**config.mk**
```make
export PLATFORM = sky130hd
export DESIGN_NAME = uart_rf
export DESIGN_NICKNAME = d
export VERILOG_FILES = /design/src/rtl/uart_rf_pkg.sv /design/src/rtl/uart_rf_cfg.sv /design/src/rtl/uart_rf_rx.sv /design/src/rtl/uart_rf_tx.sv /design/src/rtl/uart_rf_irq.sv /design/src/rtl/uart_rf.sv
export SDC_FILE = /design/constraint.sdc
export NUM_CORES = 1
export LEC_CHECK = 0
export BUFFER_PORTS_ARGS = -buffer_cell sky130_fd_sc_hd__buf_2
export CAP_MARGIN = 5
export CORE_UTILIZATION = 41
export DETAILED_ROUTE_END_ITERATION = 10
export PLACE_DENSITY = 0.69
export SYNTH_ARGS = -nofsm -noshare
export SYNTH_HDL_FRONTEND = slang
export SYNTH_SLANG_ARGS = --single-unit
```
**constraint.sdc**
```tcl
create_clock -name clk -period 1.5 [get_ports clk]
set_clock_uncertainty 0.05 [all_clocks]
set_input_delay 0.15 -clock clk [delete_from_list [all_inputs] [get_ports clk]]
set_output_delay 0.15 -clock clk [all_outputs]
set_load 0.03 [all_outputs]
```
**src/rtl/uart_rf_pkg.sv**
```systemverilog
// Shared constants for the serial port register file: word indices of the
// register map and bit positions of the fields the logic acts on.
package uart_rf_pkg;
    localparam int WIDX_CTLA  = 0;
    localparam int WIDX_CTLB  = 1;
    localparam int WIDX_CTLC  = 2;
    localparam int WIDX_BAUD  = 3;
    localparam int WIDX_GUARD = 4;
    localparam int WIDX_TMO   = 5;
    localparam int WIDX_REQ   = 6;
    localparam int WIDX_STAT  = 7;
    localparam int WIDX_CLR   = 8;
    localparam int WIDX_RXD   = 9;
    localparam int WIDX_TXD   = 10;
    localparam int NUM_CFG    = 6;   // plain storage words occupy indices 0..5

    // control A
    localparam int A_PORT_EN  = 0;
    localparam int A_RX_EN    = 2;
    localparam int A_TX_EN    = 3;
    localparam int A_IE_IDLE  = 4;
    localparam int A_IE_RXF   = 5;
    localparam int A_IE_DONE  = 6;
    localparam int A_IE_EMPTY = 7;
    localparam int A_IE_PAR   = 8;
    // control C
    localparam int C_IE_ERR   = 0;
    localparam int C_OVR_DIS  = 12;
    // request
    localparam int Q_RX_FLUSH = 3;
    // status
    localparam int S_PAR      = 0;
    localparam int S_FRM      = 1;
    localparam int S_OVR      = 3;
    localparam int S_IDLE     = 4;
    localparam int S_RXF      = 5;
    localparam int S_DONE     = 6;
    localparam int S_EMPTY    = 7;

    localparam logic [31:0] STAT_RESET = 32'h0200_00C0;
    // bits held by the live flag logic rather than the static status word
    localparam logic [31:0] LIVE_MASK  = (32'h1 << S_OVR) | (32'h1 << S_RXF) |
                                         (32'h1 << S_DONE) | (32'h1 << S_EMPTY);
endpackage

```
**src/rtl/uart_rf_cfg.sv**
```systemverilog
// Plain storage for the six configuration words. Each word is written whole
// when its index is selected; no field has any effect inside this block.
// Assumes the caller decodes the word index from the byte address.
module uart_rf_cfg #(
    parameter int SEL_W  = 4,
    parameter int NWORDS = 6
) (
    input  logic               clk,
    input  logic               rst_n,
    input  logic               wr_en,
    input  logic [SEL_W-1:0]   wr_sel,
    input  logic [31:0]        wdata,
    output logic [31:0]        words [NWORDS]
);
    for (genvar g = 0; g < NWORDS; g++) begin : g_word
        // hold one configuration word, loaded on a write to its index
        always_ff @(posedge clk) begin
            if (!rst_n)
                words[g] <= '0;
            else if (wr_en && wr_sel == SEL_W'(g))
                words[g] <= wdata;
        end
    end
endmodule

```
**src/rtl/uart_rf_rx.sv**
```systemverilog
// Receive holding register with receive-full and overrun flags.
// Assumes: clear requests come from bus side effects; an arrival in the same
// cycle as a clear is judged after the clear, so set wins.
module uart_rf_rx #(
    parameter int CHAR_W = 9
) (
    input  logic              clk,
    input  logic              rst_n,
    input  logic              rx_valid,
    input  logic [CHAR_W-1:0] rx_data,
    output logic              rx_ready,
    input  logic              rx_en,
    input  logic              ovr_dis,
    input  logic              clr_full,
    input  logic              clr_ovr,
    output logic [CHAR_W-1:0] hold_q,
    output logic              full_q,
    output logic              ovr_q
);
    logic full_eff;
    logic take;
    logic store;
    logic ovr_set;

    // accept unless the receiver is on, full and back-pressure is selected
    assign rx_ready = !full_q || !ovr_dis || !rx_en;
    assign full_eff = full_q && !clr_full;
    assign take     = rx_valid && rx_ready;
    assign ovr_set  = take && rx_en && full_eff && !ovr_dis;
    assign store    = take && rx_en && !(full_eff && !ovr_dis);

    // update holding data and flags
    always_ff @(posedge clk) begin
        if (!rst_n) begin
            hold_q <= '0;
            full_q <= 1'b0;
            ovr_q  <= 1'b0;
        end else begin
            if (store)
                hold_q <= rx_data;
            if (store)
                full_q <= 1'b1;
            else if (clr_full)
                full_q <= 1'b0;
            if (ovr_set)
                ovr_q <= 1'b1;
            else if (clr_ovr)
                ovr_q <= 1'b0;
        end
    end
endmodule

```
**src/rtl/uart_rf_tx.sv**
```systemverilog
// Transmit holding register, output handshake and empty/done flags.
// Assumes a send is launched only by a data write made while the
// transmitter is enabled; a pending send is never withdrawn.
module uart_rf_tx #(
    parameter int CHAR_W = 9
) (
    input  logic              clk,
    input  logic              rst_n,
    input  logic              load,
    input  logic [CHAR_W-1:0] load_data,
    input  logic              tx_en,
    input  logic              clr_empty,
    input  logic              clr_done,
    input  logic              tx_ready,
    output logic              tx_valid,
    output logic [CHAR_W-1:0] tx_data,
    output logic              empty_q,
    output logic              done_q
);
    logic pend_q;
    logic sent;

    assign sent     = pend_q && tx_ready;
    assign tx_valid = pend_q;

    // hold the character and the pending handshake
    always_ff @(posedge clk) begin
        if (!rst_n) begin
            tx_data <= '0;
            pend_q  <= 1'b0;
        end else if (load) begin
            tx_data <= load_data;
            pend_q  <= tx_en || (pend_q && !tx_ready);
        end else if (sent) begin
            pend_q  <= 1'b0;
        end
    end

    // empty and done flags: completion sets, writes and clears drop them
    always_ff @(posedge clk) begin
        if (!rst_n) begin
            empty_q <= 1'b1;
            done_q  <= 1'b1;
        end else begin
            if (load)
                empty_q <= 1'b0;
            else if (sent)
                empty_q <= 1'b1;
            else if (clr_empty)
                empty_q <= 1'b0;
            if (sent)
                done_q <= 1'b1;
            else if (clr_done)
                done_q <= 1'b0;
        end
    end
endmodule

```
**src/rtl/uart_rf_irq.sv**
```systemverilog
// Combined interrupt: OR of each status flag gated by its enable.
// Overrun may be enabled by either the receive or the error enable.
module uart_rf_irq (
    input  logic f_empty,
    input  logic f_done,
    input  logic f_rxf,
    input  logic f_idle,
    input  logic f_par,
    input  logic f_ovr,
    input  logic f_frm,
    input  logic e_empty,
    input  logic e_done,
    input  logic e_rxf,
    input  logic e_idle,
    input  logic e_par,
    input  logic e_err,
    output logic irq
);
    // gate and combine
    always_comb begin
        irq = (f_empty && e_empty) || (f_done && e_done) || (f_rxf && e_rxf) ||
              (f_idle && e_idle) || (f_par && e_par) ||
              (f_ovr && (e_rxf || e_err)) || (f_frm && e_err);
    end
endmodule

```
**src/rtl/uart_rf.sv**
```systemverilog
// Serial port register file. Decodes a 32-bit word bus, keeps configuration
// storage and status flags, applies access side effects and drives one
// combined interrupt. Assumes single-cycle accesses with read data returned
// combinationally; read side effects take place at the following edge.
module uart_rf
    import uart_rf_pkg::*;
#(
    parameter int ADDR_W = 6,
    parameter int CHAR_W = 9,
    parameter int BAUD_W = 16
) (
    input  logic              clk,
    input  logic              rst_n,
    input  logic [ADDR_W-1:0] bus_addr,
    input  logic              bus_wr,
    input  logic              bus_rd,
    input  logic [31:0]       bus_wdata,
    output logic [31:0]       bus_rdata,
    input  logic              rx_valid,
    output logic              rx_ready,
    input  logic [CHAR_W-1:0] rx_data,
    output logic              tx_valid,
    input  logic              tx_ready,
    output logic [CHAR_W-1:0] tx_data,
    output logic              irq
);
    localparam int SEL_W = ADDR_W - 2;

    logic [SEL_W-1:0]  sel;
    logic [31:0]       cfg_w [NUM_CFG];
    logic [31:0]       ctla, ctlc;
    logic [31:0]       stat_rest_q;
    logic [31:0]       stat_word;
    logic [CHAR_W-1:0] hold_q;
    logic              rx_full, overrun, tx_empty, tx_done;
    logic              wr_clr, wr_req, wr_txd, rd_rxd;
    logic              unused_addr_lsb;

    assign sel             = bus_addr[ADDR_W-1:2];
    assign unused_addr_lsb = ^bus_addr[1:0];
    assign wr_clr = bus_wr && sel == SEL_W'(WIDX_CLR);
    assign wr_req = bus_wr && sel == SEL_W'(WIDX_REQ);
    assign wr_txd = bus_wr && sel == SEL_W'(WIDX_TXD);
    assign rd_rxd = bus_rd && sel == SEL_W'(WIDX_RXD);

    uart_rf_cfg #(.SEL_W(SEL_W), .NWORDS(NUM_CFG)) cfg_i (
        .clk(clk), .rst_n(rst_n), .wr_en(bus_wr), .wr_sel(sel),
        .wdata(bus_wdata), .words(cfg_w)
    );
    assign ctla = cfg_w[WIDX_CTLA];
    assign ctlc = cfg_w[WIDX_CTLC];

    uart_rf_rx #(.CHAR_W(CHAR_W)) rx_i (
        .clk(clk), .rst_n(rst_n),
        .rx_valid(rx_valid), .rx_data(rx_data), .rx_ready(rx_ready),
        .rx_en(ctla[A_PORT_EN] && ctla[A_RX_EN]),
        .ovr_dis(ctlc[C_OVR_DIS]),
        .clr_full(rd_rxd || (wr_req && bus_wdata[Q_RX_FLUSH]) ||
                  (wr_clr && bus_wdata[S_RXF])),
        .clr_ovr(wr_clr && bus_wdata[S_OVR]),
        .hold_q(hold_q), .full_q(rx_full), .ovr_q(overrun)
    );

    uart_rf_tx #(.CHAR_W(CHAR_W)) tx_i (
        .clk(clk), .rst_n(rst_n),
        .load(wr_txd), .load_data(bus_wdata[CHAR_W-1:0]),
        .tx_en(ctla[A_TX_EN]),
        .clr_empty(wr_clr && bus_wdata[S_EMPTY]),
        .clr_done(wr_clr && bus_wdata[S_DONE]),
        .tx_ready(tx_ready), .tx_valid(tx_valid), .tx_data(tx_data),
        .empty_q(tx_empty), .done_q(tx_done)
    );

    // static status bits: only reset sets them, flag-clear writes drop them
    always_ff @(posedge clk) begin
        if (!rst_n)
            stat_rest_q <= STAT_RESET & ~LIVE_MASK;
        else if (wr_clr)
            stat_rest_q <= stat_rest_q & ~bus_wdata;
    end

    // assemble the status word from static and live bits
    always_comb begin
        stat_word          = stat_rest_q & ~LIVE_MASK;
        stat_word[S_OVR]   = overrun;
        stat_word[S_RXF]   = rx_full;
        stat_word[S_DONE]  = tx_done;
        stat_word[S_EMPTY] = tx_empty;
    end

    // read data multiplexer
    always_comb begin
        bus_rdata = '0;
        if (bus_rd) begin
            if (sel < SEL_W'(NUM_CFG)) begin
                bus_rdata = cfg_w[sel[$clog2(NUM_CFG)-1:0]];
                if (sel == SEL_W'(WIDX_BAUD))
                    bus_rdata = {{(32-BAUD_W){1'b0}}, cfg_w[WIDX_BAUD][BAUD_W-1:0]};
            end else if (sel == SEL_W'(WIDX_STAT)) begin
                bus_rdata = stat_word;
            end else if (sel == SEL_W'(WIDX_RXD)) begin
                bus_rdata = {{(32-CHAR_W){1'b0}}, hold_q};
            end else if (sel == SEL_W'(WIDX_TXD)) begin
                bus_rdata = {{(32-CHAR_W){1'b0}}, tx_data};
            end
        end
    end

    uart_rf_irq irq_i (
        .f_empty(stat_word[S_EMPTY]), .f_done(stat_word[S_DONE]),
        .f_rxf(stat_word[S_RXF]), .f_idle(stat_word[S_IDLE]),
        .f_par(stat_word[S_PAR]), .f_ovr(stat_word[S_OVR]),
        .f_frm(stat_word[S_FRM]),
        .e_empty(ctla[A_IE_EMPTY]), .e_done(ctla[A_IE_DONE]),
        .e_rxf(ctla[A_IE_RXF]), .e_idle(ctla[A_IE_IDLE]),
        .e_par(ctla[A_IE_PAR]), .e_err(ctlc[C_IE_ERR]),
        .irq(irq)
    );
endmodule

```
After elaboration in Yosys (flattened, before gate mapping)

Cells that the tools add are included.

Eq/ne operators: 10
Order comparisons: 2
Reductions and logical operators: 56
Bitwise gates (word level): 4
Muxes and demuxes: 18

Operator list:

| operator                                             | number |
|---|---|
| two-way mux 32 bit                                   | 6 |
| binary-select mux 32 bit (select 3 bit)              | 1 |
| bitwise AND 32 bit                                   | 1 |
| logical AND 1 bit                                    | 32 |
| NOT 32 bit                                           | 1 |
| two-way mux 9 bit                                    | 2 |
| equality test 4 x 3 -> 1 bit (second input constant) | 4 |
| equality test 4 bit (second input constant)          | 3 |
| logical OR 1 bit                                     | 12 |
| two-way mux 1 bit                                    | 9 |
| equality test 4 x 2 -> 1 bit (second input constant) | 2 |
| logical NOT 1 bit                                    | 6 |
| nonzero test 2 bit                                   | 3 |
| equality test 4 x 1 -> 1 bit (second input constant) | 1 |
| >= comparator 4 bit (second input constant)          | 1 |
| logical NOT 4 bit                                    | 1 |
| < comparator 4 x 3 -> 1 bit (second input constant)  | 1 |
| NOT 3 -> 4 bit                                       | 1 |
| nonzero test 3 bit                                   | 1 |
| OR reduction 2 bit                                   | 1 |
| NOT 1 bit                                            | 1 |

Register bits after elaboration: 247
Word-level logic and storage cells: 104
Input bits: 53

Logic depth before layout (Yosys ltp)

Gate-level depths: netlist (run 1).

Word-level depth: 11
Gate-level depth with buffers: 8
Mapped depth without buffers: 5

By module

A second synthesis (run 1) with hierarchy kept.

Cells, all modules: 1229
Area total of the unflattened synthesis: 11294.6 um^2

By module, submodules not included:

| module      | area an instance (um^2) | cells an instance | instances | sequential area each (um^2) |
|---|---|---|---|---|
| uart_rf_cfg | 6909.1                  | 664               | 1         | 3843.7 |
| uart_rf     | 3422.0                  | 468               | 1         | 560.5 |
| uart_rf_rx  | 476.7                   | 51                | 1         | 220.2 |
| uart_rf_tx  | 450.4                   | 41                | 1         | 240.2 |
| uart_rf_irq | 36.3                    | 5                 | 1         | 0.0 |

Least setup slack after synthesis (run 1)

OpenSTA, ideal clock, no wires.

Path kind: input to output
Start point: in bus_addr[2]
End point: out bus_rdata[22]
Arrival time: 1.837 ns
Cell stages on the path: 7
Required time: 1.300 ns
Setup slack: -0.537 ns
Path through: buf_2 > buf_4 > buf_2 > buf_1 > a221oi_1 > a21oi_1 > nor3_1

Cells in the longest elaborated chain, start to end: 7
Elaborated cells on any way between the ends: 11

RTL lines:

| element                                               | RTL line      | RTL |
|---|---|---|
| start, declared                                       | uart_rf.sv:14 | `input logic [ADDR_W-1:0] bus_addr,` |
| NOT 3 -> 4 bit (not written as such)                  | uart_rf.sv:96 | `bus_rdata = cfg_w[sel[$clog2(NUM_CFG)-1:0]];` |
| binary-select mux 32 bit (select 3 bit)               | uart_rf.sv:96 |  |
| two-way mux 32 bit (not written as such) (2 in a row) | uart_rf.sv:96 |  |
| two-way mux 32 bit                                    | uart_rf.sv:97 | `if (sel == SEL_W'(WIDX_BAUD))` |
| two-way mux 32 bit (*)                                | uart_rf.sv:95 | `if (sel < SEL_W'(NUM_CFG)) begin` |
| two-way mux 32 bit (*)                                | uart_rf.sv:94 | `if (bus_rd) begin` |
| end, declared                                         | uart_rf.sv:18 | `output logic [31:0] bus_rdata,` |

Mark *: on every way between the ends. The rest lies on a longest branch, timed or not. The select of a mux whose other input is x is not followed.

Final worst setup path (run 1)

Start point: reg cfg_i.words[172] in the netlist's numbering
End point: out bus_rdata[12]

Cells in the longest elaborated chain, start to end: 6

RTL lines:

| element                                               | RTL line          | RTL |
|---|---|---|
| start, declared                                       | uart_rf_cfg.sv:13 | `output logic [31:0] words [NWORDS]` |
| start signal, assigned by index                       | uart_rf_cfg.sv:21 | `words[g] <= wdata;` |
| binary-select mux 32 bit (select 3 bit)               | uart_rf.sv:96     |  |
| two-way mux 32 bit (not written as such) (2 in a row) | uart_rf.sv:96     |  |
| two-way mux 32 bit                                    | uart_rf.sv:97     |  |
| two-way mux 32 bit                                    | uart_rf.sv:95     |  |
| two-way mux 32 bit                                    | uart_rf.sv:94     |  |

No other way between the ends. The select of a mux whose other input is x is not followed.

==> metrics.md, run 1 <==
| Metric | Value |
|---|---|
| Post-DP Area | 12200 µm² |
| Worst EP required | 1300 ps |
| CTS tree | done |
| Slew margin rel. | 52.4% |
| Root Buffer | clkbuf_16 |
| #FFs+latches synth | 227 |
| Worst path bufs/invs | 2 |
| Detail Route Antenna Nets | 0 |
| Io pins | 97 |
| Worst-skew pair later-pin latency | 520 ps |
| FMAX | 513 MHz |
| Die area | 26400 µm² |
| Post-Place Setup Slack | -481 ps |
| Clock Path Buffers | 3 |
| Post-synth top flop | dfxtp_1 |
| Main area contributors after synthesis | dfxtp_1 (43%), nand2_1 (16%), a21boi_0 (7.4%) |
| Final Wtd Congestion | 0.909 |
| Max Cap Viol | 0 |
| Fin Hold WS | 31.6 ps |
| Kind of critical path | flop to output pin |
| DR vias | 10000 |
| Yosys cell types | 37 |
| Diode count | 0 |
| Remaining Overflow, GRT | 0 |
| DR iter-0 viols | 720 |
| Chip height | 162 µm |
| Endpoint class of the critical path | output pin |
| Commonest cells in the netlist | nand2_1 (442), dfxtp_1 (227), a21boi_0 (104) |
| RSZ-0062 raised after global routing | true |
| Num rows | 58 |
| Final nets | 1548 |
| Most numerous cell in the Yosys netlist | nand2_1 |
| Status | complete, but fails checks |
| Hold WC Path Type | input port to flop |
| Clk sinks | 227 |
| Delay-heaviest family, CP | flip-flops |
| Final Hold Vio Count | 0 |
| Final worst slack | -451 ps |
| Synth top area share | 43.1% |
| Syn Area/Cell | 7.76 µm² |
| Critical-path cell list | mux2_4 -> o22ai_2 -> nor2_1 -> a21oi_1 -> buf_4 -> nor3_4 -> buf_6 |
| Mapped Cells | 1358 |
| Fin. max-slew vios | 0 |
| Via/cell ratio | 5.46 |
| Initial Utilization | 41.9% |
| H-tree levels | 1 |
| VDD IR-drop max | 1.02 mV |
| Yosys warning total | 0 |
| Crit path largest cell delay | 320 ps |
| Post-synth EDFFs | 0 |
| Drc violations | 0 |
| Mapped cell area | 10500 µm² |
| Core Area | 25200 µm² |
| Fin crit share | 130% |
| Setup crit start kind | flop |
| CP max stage cell | dfxtp_2 |
| Final setup violation count | 34 |
| Post-layout util | 55.5% |
| CTS buffer count | 24 |
| Share of cells above drive strength 1 | 25.5% |
| Post-synth ARST share | 0% |
| First-pass GRT wire length | 51500 µm |
| All-Layer GR Usage | 24.6% |
| Sequential share of the synthesized area | 43.1% |
| Area growth, synth to finish | 32.5% |
| Initial antenna violation count | 0 |
| Yosys top cell by area | dfxtp_1 |
| Pwr dens | 962 nW/µm² |
| Clk slew on worst S/H paths | 60 ps |
| Routed wire length | 32400 µm |
| Die Wd | 162 µm |
| IO Port Bufs | 94 |
| HPWL after DPL | 20800 µm |
| Actual slew at the worst max-slew pin | 714 ps |
| Syn nets | 1411 |
| Post-route cell area | 14000 µm² |
| Critical path data arrival time | 1750 ps |
| Largest fanout on the critical path | 2 |
| Sum Neg Setup Slack | -10420 ps |
| Largest net degree at the start of global routing | 57 |
| Vias in the first global route | 9727 |
| Per-cell routed wire length | 17.6 µm |
| Detailed Routing Iterations Pass 1 | 7 |
| Leak pwr | 5.02 nW |
| Fin crit period | 1950 ps |
| Failing checks | negative setup slack |
## worst paths after layout
kind / start / to / slack (ps) / cells after the start
worst max-delay path: cfg_i.words[172]$_SDFFE_PN0P_ / bus_rdata[12] / -450 / 7
worst min-delay path: bus_wdata[5] / cfg_i.words[37]$_SDFFE_PN0P_ / 30 / 4
worst min register to register: stat_rest_q[20]$_SDFFE_PN0N_ / stat_rest_q[20]$_SDFFE_PN0N_ / 380 / 2
worst max register to register: rx_i.full_q$_SDFFE_PN0P_ / rx_i.hold_q[4]$_SDFFE_PN0P_ / 20 / 4
## logic make-up after synthesis
| kind of cell | Yosys count | share of synthesized area [%] |
|---|---|---|
| AO/OA/AOI/OAI | 354 | 23.3 |
| flip-flops | 227 | 43.1 |
| AND/OR/NAND/NOR | 584 | 22.8 |
| multiplexers | 52 | 5.13 |
| buffers and inverters | 141 | 5.67 |
## cell type report
cell class	count	area (µm²)
timing repair buffer	235	2120
fill	2282	11200
multi-input combinational	991	6020
inverter	16	60.1
tap	330	413
sequential	227	4610
clock buffer	36	697
clock inverter	6	57.6
## layout by cell type (no fill, tap or decap), types with 13 or more instances in the layout
| cell | count |
|---|---|
| dfxtp_2 | 46 |
| buf_12 | 18 |
| nor3_4 | 22 |
| dfxtp_1 | 179 |
| a21boi_0 | 104 |
| a221oi_2 | 15 |
| dlygate4sd3_1 | 43 |
| o21ai_0 | 23 |
| buf_4 | 76 |
| a21oi_2 | 13 |
| nor2b_1 | 14 |
| clkbuf_16 | 25 |
| nand2b_1 | 17 |
| buf_6 | 39 |
| nor2_1 | 54 |
| buf_2 | 58 |
| a21oi_1 | 48 |
| a21boi_1 | 84 |
| o22a_1 | 15 |
| nand2_1 | 442 |
| mux2i_1 | 35 |
## layer usage
metal  track usage, %  up-vias  share of wire [%]
met5                0        -                  0
met4             8.19        0                2.7
met3             2.88       55                5.1
met2             42.8      303                 49
met1             31.4     4873                 43
li1                 -     4814                  -
## registers in the layout (all words and copies together), names as in the netlist
name           count
cfg_i.words      176
stat_rest_q       28
rx_i.hold_q        9
tx_i.tx_data       9
rx_i.full_q        1
rx_i.ovr_q         1
tx_i.done_q        1
tx_i.empty_q       1
tx_i.tx_valid      1
## power breakdown
| group | switching [mW] | internal [mW] |
|---|---|---|
| clock network | 2.45 | 3.37 |
| logic | 0.859 | 0.634 |
| registers | 0.0377 | 6.09 |
## per-stage QoR
step | power, mW | cells
6_report | 13.4 | 1841
2_1_floorplan | 7.07 | 1358
3_3_place_gp | 7.54 | 1753
5_1_grt | 13.8 | 1841
3_5_place_dp | 7.55 | 1753
4_1_cts | 13.5 | 1839
## what timing repair did
action,CTS,global route
endpoints found under the hold margin,211,0
hold buffers,43,0
setup buffers,1,2
setup endpoints to repair,34,43
gates resized for setup,152,39
cloned,1,1
pin swaps,39,15
## worst register-to-register path: cells and delay by family (launching register included)
kind	cells	cell delay, ps
mux	1	160
flops	1	370
buf+inv	1	30
compound gates	2	760
(Power assumes the default switching activity.)
==> run 2, diff against run 1 <==
--- a/config.mk
+++ b/config.mk
@@ -6,10 +6,11 @@
 export NUM_CORES = 1
 export LEC_CHECK = 0
 export BUFFER_PORTS_ARGS = -buffer_cell sky130_fd_sc_hd__buf_2
-export CAP_MARGIN = 5
+export CAP_MARGIN = 25
 export CORE_UTILIZATION = 41
 export DETAILED_ROUTE_END_ITERATION = 10
 export PLACE_DENSITY = 0.69
 export SYNTH_ARGS = -nofsm -noshare
 export SYNTH_HDL_FRONTEND = slang
+export SYNTH_HIERARCHICAL = 1
 export SYNTH_SLANG_ARGS = --single-unit
==> run 2 against run 1 <==
Compared with the run above: the run still ends with negative setup slack left; flip-flop and latch count unchanged; via count fell by 8.1%; routed wire length fell by 7.1%; power grew 4.0%; sequential share of layout area down 1.0 points; global-route usage fell by 1.9 points; setup slack got worse by 220 ps; area after synthesis is 1.9% higher; largest power group is now the clock network.
==> metrics.md, run 2 <==
| Metric | Value |
|---|---|
| Syn nets | 1233 (-13%) |
| Via/cell ratio | 5.40 (-0.97%) |
| Largest registers | cfg_i/words x176, stat_rest_q x28 |
| Worst EP required | 1300 ps (about the same) |
| Detailed Routing Iterations Pass 1 | 5 (-2) |
| Fin crit share | 145% (+15 points) |
| Post-route cell area | 14400 µm² (+3.1%) |
| Chip height | 164 µm (+0.95%) |
| Mapped Cells | 1180 (-13%) |
| Total power | 14.0 mW (+4.0%) |
| Critical-path cell list | and2_1 -> mux4_2 -> a211oi_2 -> buf_4 -> a2111oi_4 -> buf_6 |
| RSZ-0062 raised after global routing | true |
| Die area | 26900 µm² (+1.9%) |
| Per-cell routed wire length | 17.6 µm (about the same) |
| # placed instances | 1610 (-8.2%) |
| Register Area | 4610 µm² (about the same) |
| VDD IR-drop max | 0.892 mV (-12%) |
| Endpoint class of the critical path | output pin |
| CTS tree | done |
| Detail Route Antenna Nets | 0 (unchanged) |
| Die Wd | 164 µm (+0.95%) |
| Clk slew on worst S/H paths | 60 ps (about the same) |
| Remaining Overflow, GRT | 0 (unchanged) |
| Final worst slack | -668 ps (-218 ps) |
| Share of cells above drive strength 1 | 30.5% (+5.0 points) |
| Routed wire length | 30100 µm (-7.1%) |
| Status | complete, but fails checks |
| Num rows | 58 (unchanged) |
| DR iter-0 viols | 605 (-16%) |
| Syn Area/Cell | 9.11 µm² (+17%) |
| Worst R2R Setup Slack | 100 ps (+80 ps) |
| Max Cap Viol | 0 (unchanged) |
| Largest fanout on the critical path | 2 (unchanged) |
| Leak pwr | 6.01 nW (+20%) |
| Clk sinks | 227 (unchanged) |
| Actual slew at the worst max-slew pin | 432 ps (-282 ps) |
| Final Wtd Congestion | 0.850 (-6.6%) |
| DR vias | 9234 (-8.1%) |
| Root Buffer | clkbuf_16 |
| Worst-skew pair later-pin latency | 530 ps (about the same) |
| Final setup violation count | 34 (unchanged) |
| Post-DP Area | 12500 µm² (+2.4%) |
| Area growth, synth to finish | 34.1% |
| Pwr dens | 970 nW/µm² (+0.83%) |
| Drc violations | 0 (unchanged) |
| Setup crit start kind | flop |
| Diode count | 0 (unchanged) |
| Crit path largest cell delay | 480 ps (+160 ps) |
| Largest net degree at the start of global routing | 52 (-8.8%) |
| Multi-input gate area | 6080 µm² (+1.1%) |
| Clock Path Buffers | 3 (unchanged) |
| Vias in the first global route | 9034 (-7.1%) |
| Critical path data arrival time | 1970 ps (+220 ps) |
| CTS buffer count | 26 (+8.3%) |
| CP max stage cell | mux4_2 |
| Fin. max-slew vios | 0 (unchanged) |
| FMAX | 461 MHz (-10%) |
| Final Hold Vio Count | 0 (unchanged) |
| First-pass GRT wire length | 48500 µm (-5.9%) |
| Finished Layout Cells | 1709 (-7.2%) |
| Core Area | 25500 µm² (+1.2%) |
| All-Layer GR Usage | 22.7% (-1.9 points) |
| Fin crit period | 2170 ps (+218 ps) |
| Hold WC Path Type | input port to flop |
| H-tree levels | 1 (unchanged) |
| Initial Utilization | 42.2% (+0.33 points) |
| Most common cell after layout, fill and taps aside | nand2_1 |
| Yosys warning total | 6 (+6) |
| Failing checks | negative setup slack |
| Most flop-heavy register | cfg_i/words |
| Mapped cell area | 10700 µm² (+1.9%) |
| Final nets | 1418 (-8.4%) |
| Io pins | 97 (unchanged) |
| Most frequent cells in the layout | nand2_1 (287), mux2i_1 (231), dfxtp_1 (177) |
| Slew margin rel. | 71.1% (+19 points) |
| Largest register FFs | 176 (unchanged) |
| Fillers | 2196 (-3.8%) |
| HPWL after DPL | 19600 µm (-5.7%) |
| Kind of critical path | flop to output pin |
| Initial antenna violation count | 0 (unchanged) |
| IO Port Bufs | 94 (unchanged) |
-- run 2: area by class of cell --
class	instances	area share [%]
clock buffer	35	5.17
clock inverter	7	0.781
inverter	27	0.712
multi-input combinational	824	42.2
sequential	227	32.0
tap	330	2.87
timing repair buffer	259	16.3
-- run 2: stage by stage --
stage                     TNS (ps)  setup WS, ps  hold slack (ps)  utilization [%]
after floorplan              -1650          -116              187                -
after global placement      -51070          -386              285             49.2
after detailed placement    -60050          -425              287             49.2
after CTS                   -11320          -710              226             56.1
after global routing        -12710          -743              204             56.6
final                       -10790          -668              182             56.6
-- run 2: layer usage --
metal	vias to the layer above	wire (µm)	GRT usage [%]
met2	249	14200	38.2
met4	0	641	6.19
met3	47	1260	2.78
met1	4507	14000	30.6
li1	4431	-	-
met5	-	0	0
-- run 2: worst paths after layout --
kind | startpoint | to | cells past startpoint
setup reg to reg | cfg_i/words[162]$_SDFFE_PN0P_ | rx_i/hold_q[2]$_SDFFE_PN0P_ | 7
setup / recovery | cfg_i/words[79]$_SDFFE_PN0P_ | bus_rdata[15] | 6
hold reg to reg | stat_rest_q[13]$_SDFFE_PN0P_ | stat_rest_q[13]$_SDFFE_PN0P_ | 2
hold / removal | bus_wr | stat_rest_q[4]$_SDFFE_PN0P_ | 5
-- run 2: critical path: cells and delay by family, from the launching register on --
| kind | cells | cell delay, ps |
|---|---|---|
| buffers and inverters | 2 | 310 |
| DFF | 1 | 310 |
| muxes | 1 | 480 |
| AOI/OAI and AO/OA | 2 | 190 |
| and+or+nand+nor | 1 | 140 |
-- run 2: power breakdown --
group	switching [mW]	leakage, nW	internal [mW]	total [mW]
clock network	2.47	0.420	3.95	6.42
logic	0.820	3.73	0.603	1.42
registers	0.0364	1.86	6.10	6.13
-- run 2: timing repair --
| action | in CTS | in global routing |
|---|---|---|
| pin swaps | 70 | 22 |
| endpoints found under the hold margin | 146 | 0 |
| hold buffers | 47 | 0 |
| gates resized for setup | 155 | 37 |
| endpoints found under the setup margin | 34 | 45 |
| setup buffers | 8 | 4 |
==> run 3, diff against run 2 <==
--- a/config.mk
+++ b/config.mk
@@ -5,11 +5,12 @@
 export SDC_FILE = /design/constraint.sdc
 export NUM_CORES = 1
 export LEC_CHECK = 0
+export ABC_AREA = 1
 export BUFFER_PORTS_ARGS = -buffer_cell sky130_fd_sc_hd__buf_2
-export CAP_MARGIN = 25
+export CAP_MARGIN = 20
 export CORE_UTILIZATION = 41
 export DETAILED_ROUTE_END_ITERATION = 10
-export PLACE_DENSITY = 0.69
+export PLACE_DENSITY = 0.68
 export SYNTH_ARGS = -nofsm -noshare
 export SYNTH_HDL_FRONTEND = slang
 export SYNTH_HIERARCHICAL = 1
==> run 3 against run 2 <==
Compared with the run above: the run still ends with negative setup slack left; die area is 5.4% higher; sequential power rose by 1%; register-to-register slack better by 50 ps; non-clock buffer count decreased by 23; routed wire length up 19%; first-iteration DRC count increased by 72%; synthesized cell count is 55% higher; largest cell class unchanged.
==> metrics.md, run 3 <==
| Metric | Value |
|---|---|
| Status | complete, but fails checks |
| Failing checks | negative setup slack |
| Sum Neg Setup Slack | -5970 ps (+4820 ps) |
| Fillers | 2541 (+16%) |
| Largest net degree at the start of global routing | 107 (+110%) |
| Syn nets | 1877 (+52%) |
| CTS tree | done |
| Slew margin rel. | 43.5% (-28 points) |
| Worst hold endpoint | rx_i/ovr_q$_SDFFE_PN0P_ |
| Setup crit start kind | flop |
| Actual slew at the worst max-slew pin | 846 ps (+414 ps) |
| CTS buffer count | 26 (unchanged) |
| Final Wtd Congestion | 0.871 (+2.5%) |
| H-tree levels | 1 (unchanged) |
| Num rows | 60 (+3.4%) |
| Vias in the first global route | 11000 (+21%) |
| Hold_sp | rx_valid |
| Endpoint class of the critical path | output pin |
| IO Port Bufs | 94 (unchanged) |
| Die Wd | 168 µm (+2.7%) |
| Core Area | 27000 µm² (+6.1%) |
| Post-DP Area | 12700 µm² (+1.6%) |
| Io pins | 97 (unchanged) |
| DR iter-0 viols | 1039 (+72%) |
| WHS Path Cells | 6 (+1) |
| Most frequent cells in the layout | nand2_1 (598), nor2_1 (407), inv_1 (123) |
| Via/cell ratio | 5.07 (-6.2%) |
| Worst EP required | 1300 ps (about the same) |
| Syn Area/Cell | 6.21 µm² (-32%) |
| Detail Route Antenna Nets | 0 (unchanged) |
| Remaining Overflow, GRT | 0 (unchanged) |
| Critical path data arrival time | 1560 ps (-410 ps) |
| Die area | 28300 µm² (+5.4%) |
| Most common cell after layout, fill and taps aside | nand2_1 |
| Routed wire length | 36000 µm (+19%) |
| VDD IR-drop max | 0.872 mV (-2.2%) |
| Fin crit period | 1760 ps (-407 ps) |
| Clock Path Buffers | 3 (unchanged) |
| Largest register FFs | 176 (unchanged) |
| Detailed Routing Iterations Pass 1 | 7 (+2) |
| Per-cell routed wire length | 15.5 µm (-12%) |
| RR Endpoint | rx_i/hold_q[1]$_SDFFE_PN0P_ |
| Final nets | 2022 (+43%) |
| Share of cells above drive strength 1 | 26.2% (-4.4 points) |
| HPWL after DPL | 22900 µm (+17%) |
| Clk sinks | 227 (unchanged) |
| RSZ-0062 raised after global routing | true |
| Clk slew on worst S/H paths | 60 ps (about the same) |
| Root Buffer | clkbuf_16 |
| FMAX | 568 MHz (+23%) |
| Worst-skew pair later-pin latency | 550 ps (+20 ps) |
| Worst R2R Setup Slack | 150 ps (+50 ps) |
| RR Startpoint | cfg_i/words[108]$_SDFFE_PN0P_ |
| Mapped cell area | 11300 µm² (+5.4%) |
| Pwr dens | 973 nW/µm² (+0.24%) |
| Initial antenna violation count | 0 (unchanged) |
| Leak pwr | 6.82 nW (+14%) |
| First-pass GRT wire length | 57300 µm (+18%) |
| Mapped Cells | 1824 (+55%) |
| Final Hold Vio Count | 0 (unchanged) |
| All-Layer GR Usage | 25.1% (+2.4 points) |
| Largest registers | cfg_i/words x176, stat_rest_q x28 |
| Final setup violation count | 34 (unchanged) |
| Fin crit share | 117% (-27 points) |
| Diode count | 0 (unchanged) |
| DR vias | 11800 (+28%) |
| Post-route cell area | 14900 µm² (+3.4%) |
| Drc violations | 0 (unchanged) |
| Kind of critical path | flop to output pin |
| Post-layout util | 55.1% (-1.5 points) |
| Fin. max-slew vios | 0 (unchanged) |
| Yosys warning total | 6 (unchanged) |
| Largest fanout on the critical path | 2 (unchanged) |
| Max Cap Viol | 0 (unchanged) |
| Most flop-heavy register | cfg_i/words |
| Final worst slack | -262 ps (+407 ps) |
| Initial Utilization | 41.9% (-0.26 points) |
| Chip height | 168 µm (+2.7%) |
| Area growth, synth to finish | 31.4% |
| Cell depth of the worst flop-to-flop path | 9 (+2) |
| Hold WC Path Type | input port to flop |
-- run 3: worst max path at each step --
stage                                        from             to  slack [ps]
floorplan                             bus_addr[2]  bus_rdata[24]         -50
global placement                      bus_addr[3]   bus_rdata[2]        -290
detailed placement                    bus_addr[3]   bus_rdata[2]        -300
CTS                 cfg_i/words[105]$_SDFFE_PN0P_   bus_rdata[9]        -290
global route         cfg_i/words[73]$_SDFFE_PN0P_   bus_rdata[9]        -400
finish              cfg_i/words[110]$_SDFFE_PN0P_  bus_rdata[14]        -260
-- run 3: critical path, cell delays in order (launching register included) --
cell and delay [ps]:
dfxtp_2 330, nand2_1 50, nand2_1 60, nand2_1 40, nand2_1 60, nand2_1 40
nand2_1 50, nand2_1 80, a21oi_2 170, buf_6 140
-- run 3: layout make-up --
| class | count | area, µm² | share of cell area, % |
|---|---|---|---|
| clock inverters | 11 | 101 | 0.680 |
| multi-input cells | 1336 | 6150 | 41.3 |
| clock buffers | 36 | 768 | 5.16 |
| flip-flops and latches | 227 | 4720 | 31.7 |
| repair buffers | 236 | 2190 | 14.7 |
| inverters | 142 | 543 | 3.65 |
| well taps | 341 | 427 | 2.86 |
-- run 3: timing repair --
item / CTS / global route
hold endpoints to repair: 149 / 0
hold buffers: 43 / 0
setup endpoints to repair: 34 / 34
pin swaps: 84 / 49
buffers inserted: 8 / 5
gates resized for setup: 229 / 109
-- run 3: power breakdown --
part	internal [mW]	switching, mW	leakage [nW]	total, mW
combinational	0.684	1.16	4.49	1.85
clock	3.75	2.67	0.434	6.43
sequential	6.14	0.0675	1.90	6.21
total	10.6	3.91	6.82	14.5
-- run 3: through the flow --
step	hold WS [ps]	std cells	power, mW	setup slack, ps
6_report	68.4	2329	14.5	-262
5_1_grt	85.1	2329	14.9	-404
3_5_place_dp	322	2232	7.90	-304
2_1_floorplan	191	1824	7.26	-46.6
4_1_cts	59.7	2325	14.5	-294
3_3_place_gp	318	2232	7.89	-290
-- run 3: routing by layer --
layer | track usage, % | vias to the layer above | share of wire [%] | routed length (µm)
met3 | 3.78 | 65 | 6.4 | 2290
li1 | - | 5937 | - | -
met4 | 7.71 | 0 | 2.8 | 1020
met1 | 34.0 | 5415 | 45 | 16300
met5 | 0 | - | 0 | 0
met2 | 41.0 | 391 | 45 | 16300
